$ cat src/rtl/gpio_irq_pkg.sv
package gpio_irq_pkg;

  localparam int WORD_W = 32;
  localparam logic [7:0] ADDR_STAT_BASE = 8'h80;
  localparam logic [7:0] ADDR_EN_BASE   = 8'h90;

  // Event for one pin from its trigger config and its current/previous samples
  function automatic logic trig_event(input logic lvl, input logic inv,
                                      input logic cur, input logic prev);
    logic hit;
    if (lvl) hit = cur ~^ inv;                  // inv=0: low level, inv=1: high level
    else if (inv) hit = ~cur & prev;            // falling edge
    else hit = cur & ~prev;                     // rising edge
    return hit;
  endfunction

endpackage

$ cat src/rtl/gpio_irq_sync.sv
module gpio_irq_sync #(
  parameter int W      = 94,
  parameter int STAGES = 2
) (
  input  logic         clk,
  input  logic         rst_n,
  input  logic [W-1:0] async_i,
  output logic [W-1:0] sync_o,
  output logic [W-1:0] prev_o
);

  logic [STAGES-1:0][W-1:0] stage_q;
  logic [STAGES-1:0][W-1:0] stage_d;
  logic [W-1:0]             prev_q;

  always_comb begin
    stage_d[0] = async_i;
    for (int s = 1; s < STAGES; s++) stage_d[s] = stage_q[s-1];
  end

  always_ff @(posedge clk or negedge rst_n) begin
    if (!rst_n) begin
      stage_q <= '0;
      prev_q  <= '0;
    end else begin
      stage_q <= stage_d;
      prev_q  <= stage_q[STAGES-1];
    end
  end

  assign sync_o = stage_q[STAGES-1];
  assign prev_o = prev_q;

endmodule

$ cat src/rtl/gpio_irq_group.sv
module gpio_irq_group #(
  parameter int W = 32
) (
  input  logic         clk,
  input  logic         rst_n,
  input  logic [W-1:0] sync_i,
  input  logic [W-1:0] prev_i,
  input  logic [W-1:0] lvl_i,
  input  logic [W-1:0] inv_i,
  input  logic [W-1:0] stat_clr_i,
  input  logic         en_wr_i,
  input  logic [W-1:0] en_data_i,
  output logic [W-1:0] stat_o,
  output logic [W-1:0] en_o,
  output logic         pend_o
);

  logic [W-1:0] evt;
  logic [W-1:0] stat_q, stat_d;
  logic [W-1:0] en_q, en_d;

  for (genvar i = 0; i < W; i++) begin : g_det
    assign evt[i] = gpio_irq_pkg::trig_event(lvl_i[i], inv_i[i], sync_i[i], prev_i[i]);
  end

  always_comb begin
    stat_d = (stat_q & ~stat_clr_i) | evt;   // a new event overrides a clear
    en_d   = en_q;
    if (en_wr_i) en_d = en_data_i;
  end

  always_ff @(posedge clk or negedge rst_n) begin
    if (!rst_n) begin
      stat_q <= '0;
      en_q   <= '0;
    end else begin
      stat_q <= stat_d;
      en_q   <= en_d;
    end
  end

  assign stat_o = stat_q;
  assign en_o   = en_q;
  assign pend_o = |(stat_q & en_q);

  AST_EVENT_LATCHES: assert property (@(posedge clk) disable iff (!rst_n)
    (|evt) |=> ((stat_q & $past(evt)) == $past(evt)));

  AST_W1C_CLEARS: assert property (@(posedge clk) disable iff (!rst_n)
    (|(stat_clr_i & ~evt)) |=> ((stat_q & $past(stat_clr_i & ~evt)) == '0));

  AST_NO_SPURIOUS_SET: assert property (@(posedge clk) disable iff (!rst_n)
    1'b1 |=> ((stat_q & ~$past(stat_q) & ~$past(evt)) == '0));

  AST_EN_HOLDS: assert property (@(posedge clk) disable iff (!rst_n)
    !en_wr_i |=> $stable(en_q));

endmodule

$ cat src/rtl/gpio_irq_ctrl.sv
module gpio_irq_ctrl #(
  parameter int NUM_PINS    = 94,
  parameter int SYNC_STAGES = 2
) (
  input  logic                clk,
  input  logic                rst_n,
  input  logic [NUM_PINS-1:0] pin_in,
  input  logic [NUM_PINS-1:0] trig_level,
  input  logic [NUM_PINS-1:0] trig_inv,
  input  logic                reg_wr,
  input  logic [7:0]          reg_addr,
  input  logic [31:0]         reg_wdata,
  output logic [31:0]         reg_rdata,
  output logic                irq_o
);

  localparam int WORD_W     = gpio_irq_pkg::WORD_W;
  localparam int NUM_GROUPS = (NUM_PINS + WORD_W - 1) / WORD_W;

  logic [NUM_PINS-1:0]   sync_v, prev_v;
  logic [WORD_W-1:0]     stat_word [NUM_GROUPS];
  logic [WORD_W-1:0]     en_word   [NUM_GROUPS];
  logic [NUM_GROUPS-1:0] pend;
  logic [NUM_GROUPS-1:0] en_nz, stat_nz;

  gpio_irq_sync #(.W(NUM_PINS), .STAGES(SYNC_STAGES)) sync_i (
    .clk     (clk),
    .rst_n   (rst_n),
    .async_i (pin_in),
    .sync_o  (sync_v),
    .prev_o  (prev_v)
  );

  for (genvar g = 0; g < NUM_GROUPS; g++) begin : g_grp
    localparam int LO = g * WORD_W;
    localparam int GW = (NUM_PINS - LO) < WORD_W ? (NUM_PINS - LO) : WORD_W;

    logic          stat_hit, en_hit;
    logic [GW-1:0] clr, stat_g, en_g;

    assign stat_hit = reg_wr && (reg_addr == 8'(gpio_irq_pkg::ADDR_STAT_BASE + 4*g));
    assign en_hit   = reg_wr && (reg_addr == 8'(gpio_irq_pkg::ADDR_EN_BASE + 4*g));
    assign clr      = stat_hit ? reg_wdata[GW-1:0] : '0;

    gpio_irq_group #(.W(GW)) grp_i (
      .clk        (clk),
      .rst_n      (rst_n),
      .sync_i     (sync_v[LO +: GW]),
      .prev_i     (prev_v[LO +: GW]),
      .lvl_i      (trig_level[LO +: GW]),
      .inv_i      (trig_inv[LO +: GW]),
      .stat_clr_i (clr),
      .en_wr_i    (en_hit),
      .en_data_i  (reg_wdata[GW-1:0]),
      .stat_o     (stat_g),
      .en_o       (en_g),
      .pend_o     (pend[g])
    );

    assign stat_word[g] = WORD_W'(stat_g);
    assign en_word[g]   = WORD_W'(en_g);
    assign en_nz[g]     = |en_g;
    assign stat_nz[g]   = |stat_g;
  end

  always_comb begin
    reg_rdata = '0;
    for (int g = 0; g < NUM_GROUPS; g++) begin
      if (reg_addr == 8'(gpio_irq_pkg::ADDR_STAT_BASE + 4*g)) reg_rdata = stat_word[g];
      if (reg_addr == 8'(gpio_irq_pkg::ADDR_EN_BASE + 4*g))   reg_rdata = en_word[g];
    end
  end

  assign irq_o = |pend;

  AST_IRQ_NEEDS_ENABLE: assert property (@(posedge clk) disable iff (!rst_n)
    irq_o |-> (|en_nz));

  AST_IRQ_NEEDS_PENDING: assert property (@(posedge clk) disable iff (!rst_n)
    irq_o |-> (|stat_nz));

endmodule

$ cat config.mk
export PLATFORM = sky130hd
export DESIGN_NAME = gpio_irq_ctrl
export DESIGN_NICKNAME = d
export VERILOG_FILES = /design/src/rtl/gpio_irq_pkg.sv /design/src/rtl/gpio_irq_sync.sv /design/src/rtl/gpio_irq_group.sv /design/src/rtl/gpio_irq_ctrl.sv
export SDC_FILE = /design/constraint.sdc
export NUM_CORES = 1
export LEC_CHECK = 0
export BUFFER_PORTS_ARGS = -buffer_cell sky130_fd_sc_hd__buf_4
export CAP_MARGIN = 10
export CORE_MARGIN = 2
export CORE_UTILIZATION = 51
export CTS_CLUSTER_DIAMETER = 200
export DETAILED_ROUTE_END_ITERATION = 6
export GPL_ROUTABILITY_DRIVEN = 0
export PLACE_DENSITY = 0.8
export SYNTH_ARGS = -nofsm -noshare
export SYNTH_HDL_FRONTEND = slang
export SYNTH_HIERARCHICAL = 1
export SYNTH_SLANG_ARGS = --single-unit
$ cat constraint.sdc
create_clock -name clk -period 1.69 [get_ports clk]
set_input_delay 0.169 -clock clk [delete_from_list [all_inputs] [get_ports clk]]
set_output_delay 0.169 -clock clk [all_outputs]
set_load 0.01 [all_outputs]
After elaboration in Yosys (flattened, before gate mapping)
Cells that the tools add are included.
- register bits after elaboration: 470
- output and inout port bits: 33
- word-level logic and storage cells: 701
- eq/ne operators: 6
- mux-type cells: 197
- bitwise logic cells: 482
- reductions and logical operators: 7
- operators by type and width (operator ; number):
    32-bit two-way mux ; 8
    1-bit AND ; 188
    1-bit two-way mux ; 188
    1-bit NOT ; 188
    32-bit AND ; 4
    94-bit OR reduction ; 1
    1-bit bitwise XNOR ; 94
    32-bit NOT ; 2
    32-bit OR ; 2
    30-bit AND ; 2
    8-bit == test, second input constant ; 6
    30-bit two-way mux ; 1
    30-bit NOT ; 1
    30-bit OR ; 1
    1-bit logical AND ; 6

Longest topological paths before layout
Gate-level depths: netlist of the first run.
- depth after elaboration: 7
- gate-level depth with buffers: 8

By module
Netlist of the first run, hierarchy kept.
- by module, submodules not included (module ; times used ; cells each ; area each (sq um) ; seq. area each (sq um)):
    gpio_irq_group at g_grp[0].grp_i ... ; 2 ; 377 ; 3664.8 ; 1601.5
    gpio_irq_sync ; 1 ; 282 ; 7056.8 ; 7056.8
    gpio_irq_group at g_grp[2].grp_i ; 1 ; 383 ; 3377.0 ; 1501.4
    gpio_irq_ctrl ; 1 ; 436 ; 2728.9 ; 0.0

Least setup slack after synthesis of the first run
Ideal clock, no wire load.
- path kind: input to register
- from: input port reg_addr[4]
- to: register g_grp[0].grp_i.en_q[0]
- data arrival time: 1.636 ns
- data required time: 1.565 ns
- setup slack: -0.071 ns
- stages on the path: 8
- cells stage by stage: buf_2 -> buf_2 -> buf_2 -> nand2_1 -> nor3_1 -> clkbuf_1 -> buf_2 -> mux2_2
- cells in the longest elaborated chain, start to end: 2
- ends and longest elaborated chain (element ; line ; text):
    start: declaration ; gpio_irq_ctrl.sv:11 ; input logic [7:0] reg_addr,
    8-bit == test ; gpio_irq_ctrl.sv:42 ; assign en_hit = reg_wr && (reg_addr == 8'(gpio_irq_pkg::ADDR_EN_BASE + 4*g));
    1-bit logical AND ; gpio_irq_ctrl.sv:42 ;
    via g_grp[0].en_hit ; gpio_irq_ctrl.sv:38 ; logic stat_hit, en_hit;
    end signal: assignment ; gpio_irq_group.sv:38 ; en_q <= en_d;
    end: declaration ; gpio_irq_group.sv:20 ; logic [W-1:0] en_q, en_d;
The timed path passes the listed nets, and every way through them passes these cells.
A chain may end at the register's enable or synchronous reset.

Final worst setup path of the first run
- from: register g_grp[0].grp_i.stat_q[2]
- to: output port irq_o
- cells in the longest elaborated chain, start to end: 2
- ends and longest elaborated chain (element ; line ; text):
    start: declaration ; gpio_irq_group.sv:19 ; logic [W-1:0] stat_q, stat_d;
    start signal: assignment ; gpio_irq_group.sv:37 ; stat_q <= stat_d;
    32-bit AND ; gpio_irq_group.sv:44 ; assign pend_o = |(stat_q & en_q);
    94-bit OR reduction ; gpio_irq_ctrl.sv:74 ; assign irq_o = |pend;
    end: declaration ; gpio_irq_ctrl.sv:14 ; output logic irq_o
No other way between the ends.

==> results of run 1 <==
-- path summary, 6_finish.rpt --
kind,start,end,slack [ns],cells after the start
worst max-delay path,g_grp[0].grp_i/stat_o[2],irq_o,-1.01,5
worst min-delay path,trig_level[45],g_grp[1].grp_i/stat_o[13],-0.07,3
worst max register to register,sync_i/sync_o[20],g_grp[0].grp_i/stat_o[20],0,4
worst min register to register,sync_i/stage_d[183],sync_i/sync_o[89],0.34,0
max in group asynchronous,rst_n,g_grp[0].grp_i/en_o[21],0.87,4
min in group asynchronous,rst_n,sync_i/prev_o[38],0.05,2
-- worst max-delay path, stage by stage, from the launching register on --
cell	delay (ns)
sky130_fd_sc_hd__dfrtp_1	0.41
sky130_fd_sc_hd__a22oi_1	0.30
sky130_fd_sc_hd__nand4_1	0.17
sky130_fd_sc_hd__or4_1	0.53
sky130_fd_sc_hd__or3_4	0.38
sky130_fd_sc_hd__buf_6	0.15
-- power by group --
group / internal, mW / switching, mW / leakage (nW) / total, mW
logic: 1.81 / 1.63 / 8.31 / 3.44
registers: 11.7 / 0.357 / 5.40 / 12.1
clock network: 7.00 / 4.66 / 0.835 / 11.7
total: 20.5 / 6.64 / 14.5 / 27.2
-- logic make-up after synthesis --
family | after synthesis
DFF | 470
buffers and inverters | 246
muxes | 132
AOI/OAI and AO/OA | 475
and+or+nand+nor | 532
-- per-layer routing --
metal / vias up / global-route usage (%)
li1: 8382 / -
met1: 9803 / 44.8
met2: 1483 / 62.7
met3: 479 / 9.90
met4: 2 / 26.2
met5: - / 0
-- through the flow --
stage               setup WS, ns  instances  util, %  power (mW)
floorplan                -0.0328       1855        -        13.1
global placement          -0.419       2906     64.2        14.6
detailed placement        -0.435       2906     64.2        14.8
CTS                       -0.979       3306     77.0        26.8
global route               -1.04       3327     77.9        27.9
finish                     -1.01       3329     77.9        27.2
-- synthesized netlist by cell type --
| master | n | share of area [%] |
|---|---|---|
| sky130_fd_sc_hd__and3_2 | 1 | 0.037 |
| sky130_fd_sc_hd__nor3_1 | 33 | 0.81 |
| sky130_fd_sc_hd__nand3_1 | 1 | 0.024 |
| sky130_fd_sc_hd__nand3b_2 | 1 | 0.055 |
| sky130_fd_sc_hd__buf_1 | 2 | 0.037 |
| sky130_fd_sc_hd__and3b_1 | 1 | 0.043 |
| sky130_fd_sc_hd__nand4_1 | 11 | 0.34 |
| sky130_fd_sc_hd__a21oi_1 | 100 | 2.4 |
| sky130_fd_sc_hd__a22o_1 | 2 | 0.085 |
| sky130_fd_sc_hd__buf_4 | 4 | 0.15 |
| sky130_fd_sc_hd__o22ai_1 | 2 | 0.061 |
| sky130_fd_sc_hd__dfrtp_1 | 470 | 57 |
| sky130_fd_sc_hd__buf_2 | 29 | 0.71 |
| sky130_fd_sc_hd__mux2_1 | 4 | 0.22 |
| sky130_fd_sc_hd__mux2i_1 | 36 | 1.8 |
| sky130_fd_sc_hd__mux2_2 | 92 | 5.1 |
| sky130_fd_sc_hd__nor3b_1 | 128 | 4.7 |
| sky130_fd_sc_hd__nor2b_1 | 25 | 0.76 |
| sky130_fd_sc_hd__nand2b_1 | 30 | 0.92 |
| sky130_fd_sc_hd__nor4_4 | 1 | 0.10 |
| sky130_fd_sc_hd__nor2_4 | 1 | 0.055 |
| sky130_fd_sc_hd__nand2_1 | 128 | 2.3 |
| sky130_fd_sc_hd__buf_6 | 6 | 0.33 |
| sky130_fd_sc_hd__o21ai_0 | 153 | 3.7 |
| sky130_fd_sc_hd__nor3b_4 | 1 | 0.092 |
| sky130_fd_sc_hd__nor3_4 | 1 | 0.079 |
| sky130_fd_sc_hd__nor2_1 | 6 | 0.11 |
| sky130_fd_sc_hd__inv_1 | 190 | 3.5 |
| sky130_fd_sc_hd__a31oi_1 | 24 | 0.73 |
| sky130_fd_sc_hd__a21o_1 | 24 | 0.88 |
| sky130_fd_sc_hd__o2111ai_1 | 1 | 0.043 |
| sky130_fd_sc_hd__a22oi_2 | 4 | 0.24 |
| sky130_fd_sc_hd__a221oi_2 | 3 | 0.22 |
| sky130_fd_sc_hd__a22oi_1 | 38 | 1.4 |
| sky130_fd_sc_hd__and2_2 | 3 | 0.11 |
| sky130_fd_sc_hd__and2_1 | 156 | 4.8 |
| sky130_fd_sc_hd__or3_1 | 1 | 0.031 |
| sky130_fd_sc_hd__or4_1 | 2 | 0.073 |
| sky130_fd_sc_hd__o221ai_1 | 124 | 5.3 |
| sky130_fd_sc_hd__clkbuf_1 | 15 | 0.27 |
| sky130_fd_sc_hd__nand2_2 | 1 | 0.031 |
-- flip-flops by register name (all words and copies together) (netlist names) --
register	cells
g_grp.grp_i/en_o	94
g_grp.grp_i/stat_o	94
sync_i/prev_o	94
sync_i/stage_d	94
sync_i/sync_o	94
-- timing repair --
item,4_1_cts,5_1_grt
pin swaps,34,34
buffers inserted,11,32
gates resized for setup,86,63
setup endpoints to repair,33,49
endpoints found under the hold margin,631,3
hold buffers,309,3
gates cloned,0,1
-- layout make-up --
| class | instances | share of cell area, % |
|---|---|---|
| Multi-Input combinational cell | 1139 | 25.9 |
| Clock buffer | 73 | 4.70 |
| Sequential cell | 470 | 38.0 |
| Tap cell | 525 | 2.12 |
| Antenna cell | 4 | 0.0323 |
| Timing Repair Buffer | 914 | 26.1 |
| Clock inverter | 14 | 0.808 |
| Inverter | 190 | 2.30 |
==> implementation parameters, run 1 <==
Parameter                              Value

Status
  Result of the run    complete, but fails checks
  Violations in the final reports    negative hold slack, negative setup slack

Yosys
  Number of cells produced by synthesis    1855
  Total standard cell area after synthesis    20500 um^2
  Register area share after synthesis    57.4%
  Arithmetic-cell share of the synthesized area counting full adders, half adders and majority gates    0%
  Synth Area in Simple Gates    15.5%
  Post-synthesis mux area share    7.03%
  Synthesis Warnings    6
  Number of synthesized register bits    470
  Number of distinct standard cells referenced by the synthesized netlist    41
  Dominant combinational cell family by area after synthesis    simple AND/OR/NAND/NOR gates
  Xor-xnor portion of the synthesized cell area    0%
  Compound-Gate Fraction of Synth Area    15.1%
  Synthesized Nets    2180
  Mean instance size in the synthesized netlist    11.0 um^2

Drt
  Post-DR wirelength/cell    24.6 um
  Amount of wire on met2 after detailed routing    38500 um
  Met1 wire length    27900 um
  Starting DRT DRC Count    2133
  Metal3 WL    8900 um
  Average via count per standard cell    6.05
  DR top layer    met5
  Post-detailed-routing wire length    81800 um
  Number of detailed-routing iterations run before antenna repair    6
  Remaining routing DRC violations    0
  Routed vias    20149
  Antenna-violating nets left    0

Clock tree
  Library cell used as clock root buffer    sky130_fd_sc_hd__clkbuf_16
  Cts bufs inserted    49
  Clock tree sinks    470
  Deepest clock path buffer count    3
  Clock insertion delay at the later pin of the skew report    0.59 ns
  CTS tree    built
  Clock transition at the registers of the reported paths    0.06 ns
  CTS HTree Levels    2

STA
  Slew of the pin with the lowest slew margin    0.712 ns
  Final Worst Setup Slack    -1.01 ns
  Unrepaired setup endpoints after global routing    yes
  Aggregate negative setup slack    -7.68 ns
  Final Setup Violations    34
  Worst rel slew slack    52.5%
  Final cycle utilization of the critical path    160%
  Final hold slack    -0.0699 ns
  Final Hold Violating Endpoints    7
  Clock period minus worst slack    2.70 ns
  Highest achievable clock rate    370 MHz
  Fin Clk Skew    0.0162 ns
  Final Max Slew Viols    0

Power and ir drop
  Cell Pwr Density    877 nW/um^2
  Leak pwr    14.5 nW
  Max rail drop VDD    1140 uV

Global routing
  Initial antenna violation count    4
  Global-route wire length before repair    121000 um
  Global routing usage summed across all routing layers    38.5%
  Vias in the first global route    21406
  Largest net degree at the start of global routing    86
  Total congestion overflow    0

Floorplan
  Height of the die    204 um
  Placeable core region    39700 um^2
  Number of top-level pins    358
  Die area    41800 um^2
  Row Count    73
  Overall die width    204 um
  Effective utilization at floorplan    51.6%

Finish
  Number of fill cells    2146
  Final net count    3089
  Fraction of layout instances using a drive strength above 1    30.5%
  Most frequent standard cell in the layout excluding fill and tap cells    sky130_fd_sc_hd__buf_4
  Footprint of the flip-flops and latches    11800 um^2
  Area used by multi-input combinational logic    8030 um^2
  Most frequent cells in the layout    541 x sky130_fd_sc_hd__buf_4, 462 x sky130_fd_sc_hd__dfrtp_1, 302 x sky130_fd_sc_hd__dlygate4sd3_1
  Final design area excluding fillers    31000 um^2
  Post-synthesis to final-layout area growth    51.1%

Critical path
  Worst Path Class, Setup    flip-flop to output pin
  Required time reported for the critical path endpoint    1.52 ns
  Arr. time, crit path    2.53 ns
  Crit. End Element    output pin
  Worst Path Max Fanout    3
  Setup crit start kind    flip-flop

Run
  # Max-Cap Violations    0

Placement
  Post-detailed-placement half-perimeter wirelength    48700 um
  Instance area after placement    25500 um^2
  IO buf count    357

Hold path
  Min-delay worst type    input port to flip-flop
Power figures use the tool's default switching activity.
==> run 2, diff against run 1 <==
--- a/config.mk
+++ b/config.mk
@@ -7,6 +7,7 @@
 export LEC_CHECK = 0
 export BUFFER_PORTS_ARGS = -buffer_cell sky130_fd_sc_hd__buf_4
 export CAP_MARGIN = 10
+export CORE_ASPECT_RATIO = 1.75
 export CORE_MARGIN = 2
 export CORE_UTILIZATION = 51
 export CTS_CLUSTER_DIAMETER = 200
==> implementation parameters, run 2 (same netlist as run 1, synthesis figures left out) <==
Parameter                              Value

Status
  Result of the run    complete, but fails checks
  Violations in the final reports    negative setup slack

Clock tree
  Clock tree sinks    470
  CTS HTree Levels    2
  Clock transition at the registers of the reported paths    0.06 ns
  Cts bufs inserted    43
  Clock insertion delay at the later pin of the skew report    0.56 ns
  Library cell used as clock root buffer    sky130_fd_sc_hd__clkbuf_16
  CTS tree    built
  Deepest clock path buffer count    3

Finish
  Fraction of layout instances using a drive strength above 1    30.2%
  Footprint of the flip-flops and latches    11800 um^2
  Final design area excluding fillers    30600 um^2
  Most frequent standard cell in the layout excluding fill and tap cells    sky130_fd_sc_hd__buf_4
  Area used by multi-input combinational logic    8090 um^2
  Final net count    3061
  Number of fill cells    2126
  Most frequent cells in the layout    523 x sky130_fd_sc_hd__buf_4, 465 x sky130_fd_sc_hd__dfrtp_1, 294 x sky130_fd_sc_hd__dlygate4sd3_1
  Post-synthesis to final-layout area growth    49.3%

Critical path
  Worst R2R Path Depth    5
  Worst Path Class, Setup    flip-flop to output pin
  Worst Path Max Fanout    2
  Worst-path cell chain    a22oi_2, nand4_1, or4_1, or3_4, buf_6
  Logic depth of the worst path, buffers included    5
  Required time reported for the critical path endpoint    1.52 ns
  Arr. time, crit path    2.57 ns
  CP max-delay cell    sky130_fd_sc_hd__or4_1
  Total buffers and inverters traversed by the critical path    1
  Top delay family on crit path    simple AND/OR/NAND/NOR gates
  Critical Path Max Stage Delay    0.55 ns
  Setup crit start kind    flip-flop
  Crit. End Element    output pin

Floorplan
  Row Count    97
  Effective utilization at floorplan    51.5%
  Overall die width    156 um
  Height of the die    269 um
  Number of top-level pins    358
  Placeable core region    39800 um^2
  Die area    41900 um^2

STA
  Final Worst Setup Slack    -1.05 ns
  Final Max Slew Viols    0
  Aggregate negative setup slack    -7.79 ns
  Highest achievable clock rate    365 MHz
  Final hold slack    0.0187 ns
  Clock period minus worst slack    2.74 ns
  Unrepaired setup endpoints after global routing    yes
  Worst rel slew slack    52.6%
  Final Hold Violating Endpoints    0
  Final cycle utilization of the critical path    162%
  Final Setup Violations    33
  Fin Clk Skew    0.00933 ns
  Slew of the pin with the lowest slew margin    0.711 ns

Global routing
  Global-route wire length before repair    126000 um
  Initial antenna violation count    10
  Total congestion overflow    0
  Vias in the first global route    21888
  Global routing usage summed across all routing layers    39.7%
  Largest net degree at the start of global routing    67

Power and ir drop
  Max rail drop VDD    765 uV
  Cell Pwr Density    852 nW/um^2
  Design Power    26.1 mW
  Leak pwr    14.4 nW

Drt
  Starting DRT DRC Count    2248
  Antenna-violating nets left    0
  Post-detailed-routing wire length    84600 um
  Post-DR wirelength/cell    25.9 um
  Average via count per standard cell    6.23
  Routed vias    20376
  Remaining routing DRC violations    0
  Number of detailed-routing iterations run before antenna repair    5

Placement
  Worst setup slack before clock tree synthesis    -0.494 ns
  IO buf count    357
  Post-detailed-placement half-perimeter wirelength    49900 um
  Instance area after placement    25500 um^2

Hold path
  Min-delay worst type    input port to flip-flop
  Number of cells traversed by the worst hold path    3

Run
  # Max-Cap Violations    0
-- run 2: cell types whose count changed in the layout (fill, tap and decap cells not counted), sizes merged, moves of 4 or more --
cell	delta
clkbuf	-15
buf	-12
dlygate4sd3	-8
clkinv	+5
diode	+4
-- run 2: worst paths after layout --
path,slack (ns),startpoint,end
worst max-delay path,-1.05,g_grp[0].grp_i/en_o[12],irq_o
worst min-delay path,0.02,trig_level[43],g_grp[1].grp_i/stat_o[11]
worst max register to register,0.05,sync_i/sync_o[72],g_grp[2].grp_i/stat_o[8]
worst min register to register,0.34,sync_i/stage_d[150],sync_i/sync_o[56]
max in group asynchronous,0.70,rst_n,sync_i/sync_o[85]
min in group asynchronous,0.12,rst_n,sync_i/stage_d[172]
-- run 2: area by class of cell --
class                      count  area share (%)
antenna                        8          0.0654
clock buffer                  59            4.11
clock inverter                17           0.777
inverter                     190            2.33
multi-input combinational   1139            26.4
sequential                   470            38.5
tap                          495            2.02
timing repair buffer         892            25.8
-- run 2: what timing repair did --
item | 4_1_cts | 5_1_grt
buffers inserted | 10 | 16
resized for setup | 94 | 63
pin swaps | 29 | 32
hold endpoints to repair | 608 | 0
hold buffers | 294 | 0
setup endpoints to repair | 33 | 36
-- run 2: metal layers --
layer,global-route usage [%],part of all wire (%)
met4,31.1,9.9
met2,67.2,50
met5,0,0.047
met1,42.3,32
met3,8.82,9.0
-- run 2: tightest hold or removal path, stage by stage --
cell,delay (ns)
sky130_fd_sc_hd__buf_4,0.10
sky130_fd_sc_hd__a21oi_1,0.06
sky130_fd_sc_hd__o221ai_1,0.20
-- run 2: where the power goes --
group / internal (mW) / total (mW) / switching [mW]
logic: 1.80 / 3.44 / 1.64
clock network: 6.13 / 10.6 / 4.42
registers: 11.7 / 12.1 / 0.363
-- run 2: per-stage QoR --
step	utilization, %	std cells
after floorplan	-	1855
after global placement	64.1	2882
after detailed placement	64.1	2882
after CTS	76.1	3256
after global routing	76.9	3267
final	76.9	3270
==> run 3, diff against run 2 <==
--- a/config.mk
+++ b/config.mk
@@ -9,12 +9,11 @@
 export CAP_MARGIN = 10
 export CORE_ASPECT_RATIO = 1.75
 export CORE_MARGIN = 2
-export CORE_UTILIZATION = 51
+export CORE_UTILIZATION = 50
 export CTS_CLUSTER_DIAMETER = 200
 export DETAILED_ROUTE_END_ITERATION = 6
 export GPL_ROUTABILITY_DRIVEN = 0
-export PLACE_DENSITY = 0.8
+export PLACE_DENSITY = 0.79
 export SYNTH_ARGS = -nofsm -noshare
 export SYNTH_HDL_FRONTEND = slang
-export SYNTH_HIERARCHICAL = 1
 export SYNTH_SLANG_ARGS = --single-unit
==> implementation parameters, run 3 <==
Parameter                              Value

Status
  Result of the run    complete, but fails checks
  Violations in the final reports    negative setup slack

Yosys
  Post-synthesis cell type with the largest combined area    sky130_fd_sc_hd__dfrtp_1
  Number of flops mapped to enable cells by yosys    0
  Mean instance size in the synthesized netlist    11.7 um^2
  Number of synthesized register bits    470
  Register area share after synthesis    60.7%
  Synth Flop Type    sky130_fd_sc_hd__dfrtp_1
  Total standard cell area after synthesis    19400 um^2
  Ys async rst share    100%
  Most instantiated cells after synthesis    470 x sky130_fd_sc_hd__dfrtp_1, 216 x sky130_fd_sc_hd__nand2_1, 203 x sky130_fd_sc_hd__a21oi_1
  Number of cells produced by synthesis    1653
  Most numerous cell in the Yosys netlist    sky130_fd_sc_hd__dfrtp_1
  Synthesized Nets    1978
  Top cells by area, synth    sky130_fd_sc_hd__dfrtp_1 61%, sky130_fd_sc_hd__a21oi_1 5.2%, sky130_fd_sc_hd__mux2i_1 4.9%
  Synthesis Warnings    0
  Number of distinct standard cells referenced by the synthesized netlist    45
  Top cell type's share of synthesized area    60.7%

Floorplan
  Height of the die    264 um
  Number of top-level pins    358
  Row Count    95
  Placeable core region    38300 um^2
  Overall die width    153 um
  Die area    40400 um^2
  Effective utilization at floorplan    50.6%

Critical path
  Startpoint of the worst register-to-register path    sync_i.prev_o[64]
  R2r setup slk    0.16 ns
  Worst R2R Path Depth    4
  Required time reported for the critical path endpoint    1.52 ns
  Worst Path Class, Setup    flip-flop to output pin
  Crit. End Element    output pin
  Arr. time, crit path    2.26 ns
  Worst Path Max Fanout    2
  Worst flop-to-flop path endpoint    g_grp[2].grp_i.stat_o[0]
  Setup crit start kind    flip-flop

STA
  Final Hold Violating Endpoints    0
  Final Worst Setup Slack    -0.740 ns
  Final cycle utilization of the critical path    144%
  Aggregate negative setup slack    -6.64 ns
  Highest achievable clock rate    411 MHz
  Final Setup Violations    33
  Final hold slack    0.0359 ns
  Fin Clk Skew    0.0211 ns
  Clock period minus worst slack    2.43 ns
  Unrepaired setup endpoints after global routing    yes
  Final Max Slew Viols    0
  Slew of the pin with the lowest slew margin    0.613 ns
  Worst rel slew slack    59.2%

Drt
  Starting DRT DRC Count    1459
  Antenna-violating nets left    0
  Remaining routing DRC violations    0
  Post-detailed-routing wire length    63400 um
  Routed vias    16698
  Post-DR wirelength/cell    22.5 um
  Number of detailed-routing iterations run before antenna repair    6
  Average via count per standard cell    5.92

Hold path
  Worst hold path endpoint    g_grp[0].grp_i.stat_o[6]
  Number of cells traversed by the worst hold path    4
  Min-delay worst type    input port to flip-flop
  Beginning of the worst hold path    trig_inv[6]

Global routing
  Vias in the first global route    17872
  Largest net degree at the start of global routing    67
  Global routing usage summed across all routing layers    30.9%
  Initial antenna violation count    2
  Total congestion overflow    0
  Global-route wire length before repair    97100 um

Clock tree
  CTS HTree Levels    2
  Clock transition at the registers of the reported paths    0.07 ns
  Clock insertion delay at the later pin of the skew report    0.57 ns
  CTS tree    built
  Cts bufs inserted    42
  Clock tree sinks    470
  Deepest clock path buffer count    3
  Library cell used as clock root buffer    sky130_fd_sc_hd__clkbuf_16

Power and ir drop
  Leak pwr    12.1 nW
  Cell Pwr Density    911 nW/um^2
  Max rail drop VDD    938 uV

Placement
  IO buf count    357
  Post-detailed-placement half-perimeter wirelength    42700 um
  Total instance count after detailed placement    2604
  Worst setup slack before clock tree synthesis    -0.294 ns

Finish
  Most frequent cells in the layout    466 x sky130_fd_sc_hd__dfrtp_1, 466 x sky130_fd_sc_hd__buf_4, 215 x sky130_fd_sc_hd__nand2_1
  Final net count    2629
  Layout Cells excl Fill    2819
  Post-synthesis to final-layout area growth    39.1%
  Fraction of layout instances using a drive strength above 1    31.3%
  Number of fill cells    2486

Run
  # Max-Cap Violations    0
-- run 3: changes by cell type in the layout (fill, tap and decap cells not counted), moves of 58 or more --
| cell | previous run | this run |
|---|---|---|
| sky130_fd_sc_hd__a21oi_1 | 95 | 200 |
| sky130_fd_sc_hd__mux2_4 | 2 | 60 |
| sky130_fd_sc_hd__nand2_1 | 128 | 215 |
| sky130_fd_sc_hd__a21o_1 | 24 | 94 |
| sky130_fd_sc_hd__nor3_1 | 31 | 94 |
| sky130_fd_sc_hd__inv_1 | 190 | 1 |
| sky130_fd_sc_hd__dlygate4sd3_1 | 294 | 127 |
| sky130_fd_sc_hd__mux2_2 | 90 | 14 |
| sky130_fd_sc_hd__and2_1 | 156 | 1 |
| sky130_fd_sc_hd__o221ai_1 | 110 | 20 |
| sky130_fd_sc_hd__nor2_1 | 3 | 120 |
| sky130_fd_sc_hd__nor3b_1 | 128 | 0 |
| sky130_fd_sc_hd__o21ai_0 | 120 | 4 |
| sky130_fd_sc_hd__mux2i_1 | 31 | 94 |
-- run 3: final cells by class --
class / count / area, um^2 / share of cell area (%)
Tap cell: 485 / 607 / 2.25
Clock inverter: 15 / 161 / 0.599
Multi-Input combinational cell: 1137 / 7520 / 27.9
Antenna cell: 2 / 5.00 / 0.0186
Clock buffer: 57 / 1220 / 4.52
Timing Repair Buffer: 652 / 5670 / 21.0
Sequential cell: 470 / 11800 / 43.7
Inverter: 1 / 3.75 / 0.0139
-- run 3: how the worst max path moves through the flow --
stage | from | end | cells after the start
2_1_floorplan | reg_addr[4] | reg_rdata[23] | 6
3_3_place_gp | reg_addr[5] | reg_rdata[23] | 7
3_5_place_dp | reg_addr[5] | reg_rdata[23] | 7
4_1_cts | g_grp[2].grp_i.en_o[28] | irq_o | 6
5_1_grt | g_grp[1].grp_i.en_o[23] | irq_o | 6
6_report | g_grp[2].grp_i.stat_o[23] | irq_o | 5
-- run 3: worst max-delay path: stages (launching register included) --
cell,delay [ns]
sky130_fd_sc_hd__dfrtp_1,0.42
sky130_fd_sc_hd__a22oi_1,0.37
sky130_fd_sc_hd__nand4_1,0.16
sky130_fd_sc_hd__nor4_1,0.34
sky130_fd_sc_hd__nand3_1,0.21
sky130_fd_sc_hd__buf_4,0.20
-- run 3: metrics by stage --
step | cell area (um^2) | util [%] | power [mW]
after global routing | 26900 | 70.4 | 25.4
after floorplan | 19400 | - | 13.0
after detailed placement | 23800 | 62.3 | 14.6
after global placement | 23800 | 62.3 | 14.5
after CTS | 26700 | 69.7 | 24.6
final | 26900 | 70.4 | 24.6
-- run 3: layer usage --
layer / up-vias / part of all wire (%) / global-route usage [%] / wire (um)
li1: 7301 / - / - / -
met1: 8151 / 34 / 34.0 / 21400
met2: 918 / 49 / 52.1 / 31200
met3: 328 / 7.5 / 6.13 / 4760
met4: 0 / 9.6 / 24.0 / 6060
met5: - / 0 / 0 / 0
-- run 3: cells by family after synthesis --
kind of cell	share of synthesized area [%]
simple gates	11.1
flops	60.7
compound gates	15.2
mux	11.5
buf+inv	1.45
-- run 3: repair_timing --
action / CTS / global route
endpoints found under the setup margin: 33 / 33
endpoints found under the hold margin: 438 / 0
cloned: 0 / 1
hold buffers: 127 / 0
gates resized for setup: 80 / 58
pin swaps: 20 / 23
buffers inserted: 7 / 13
-- run 3: power by group --
group	leakage (nW)	switching (mW)	internal, mW
clock network	0.679	4.24	5.51
logic	6.04	1.39	1.41
registers	5.40	0.299	11.7
total	12.1	5.93	18.6
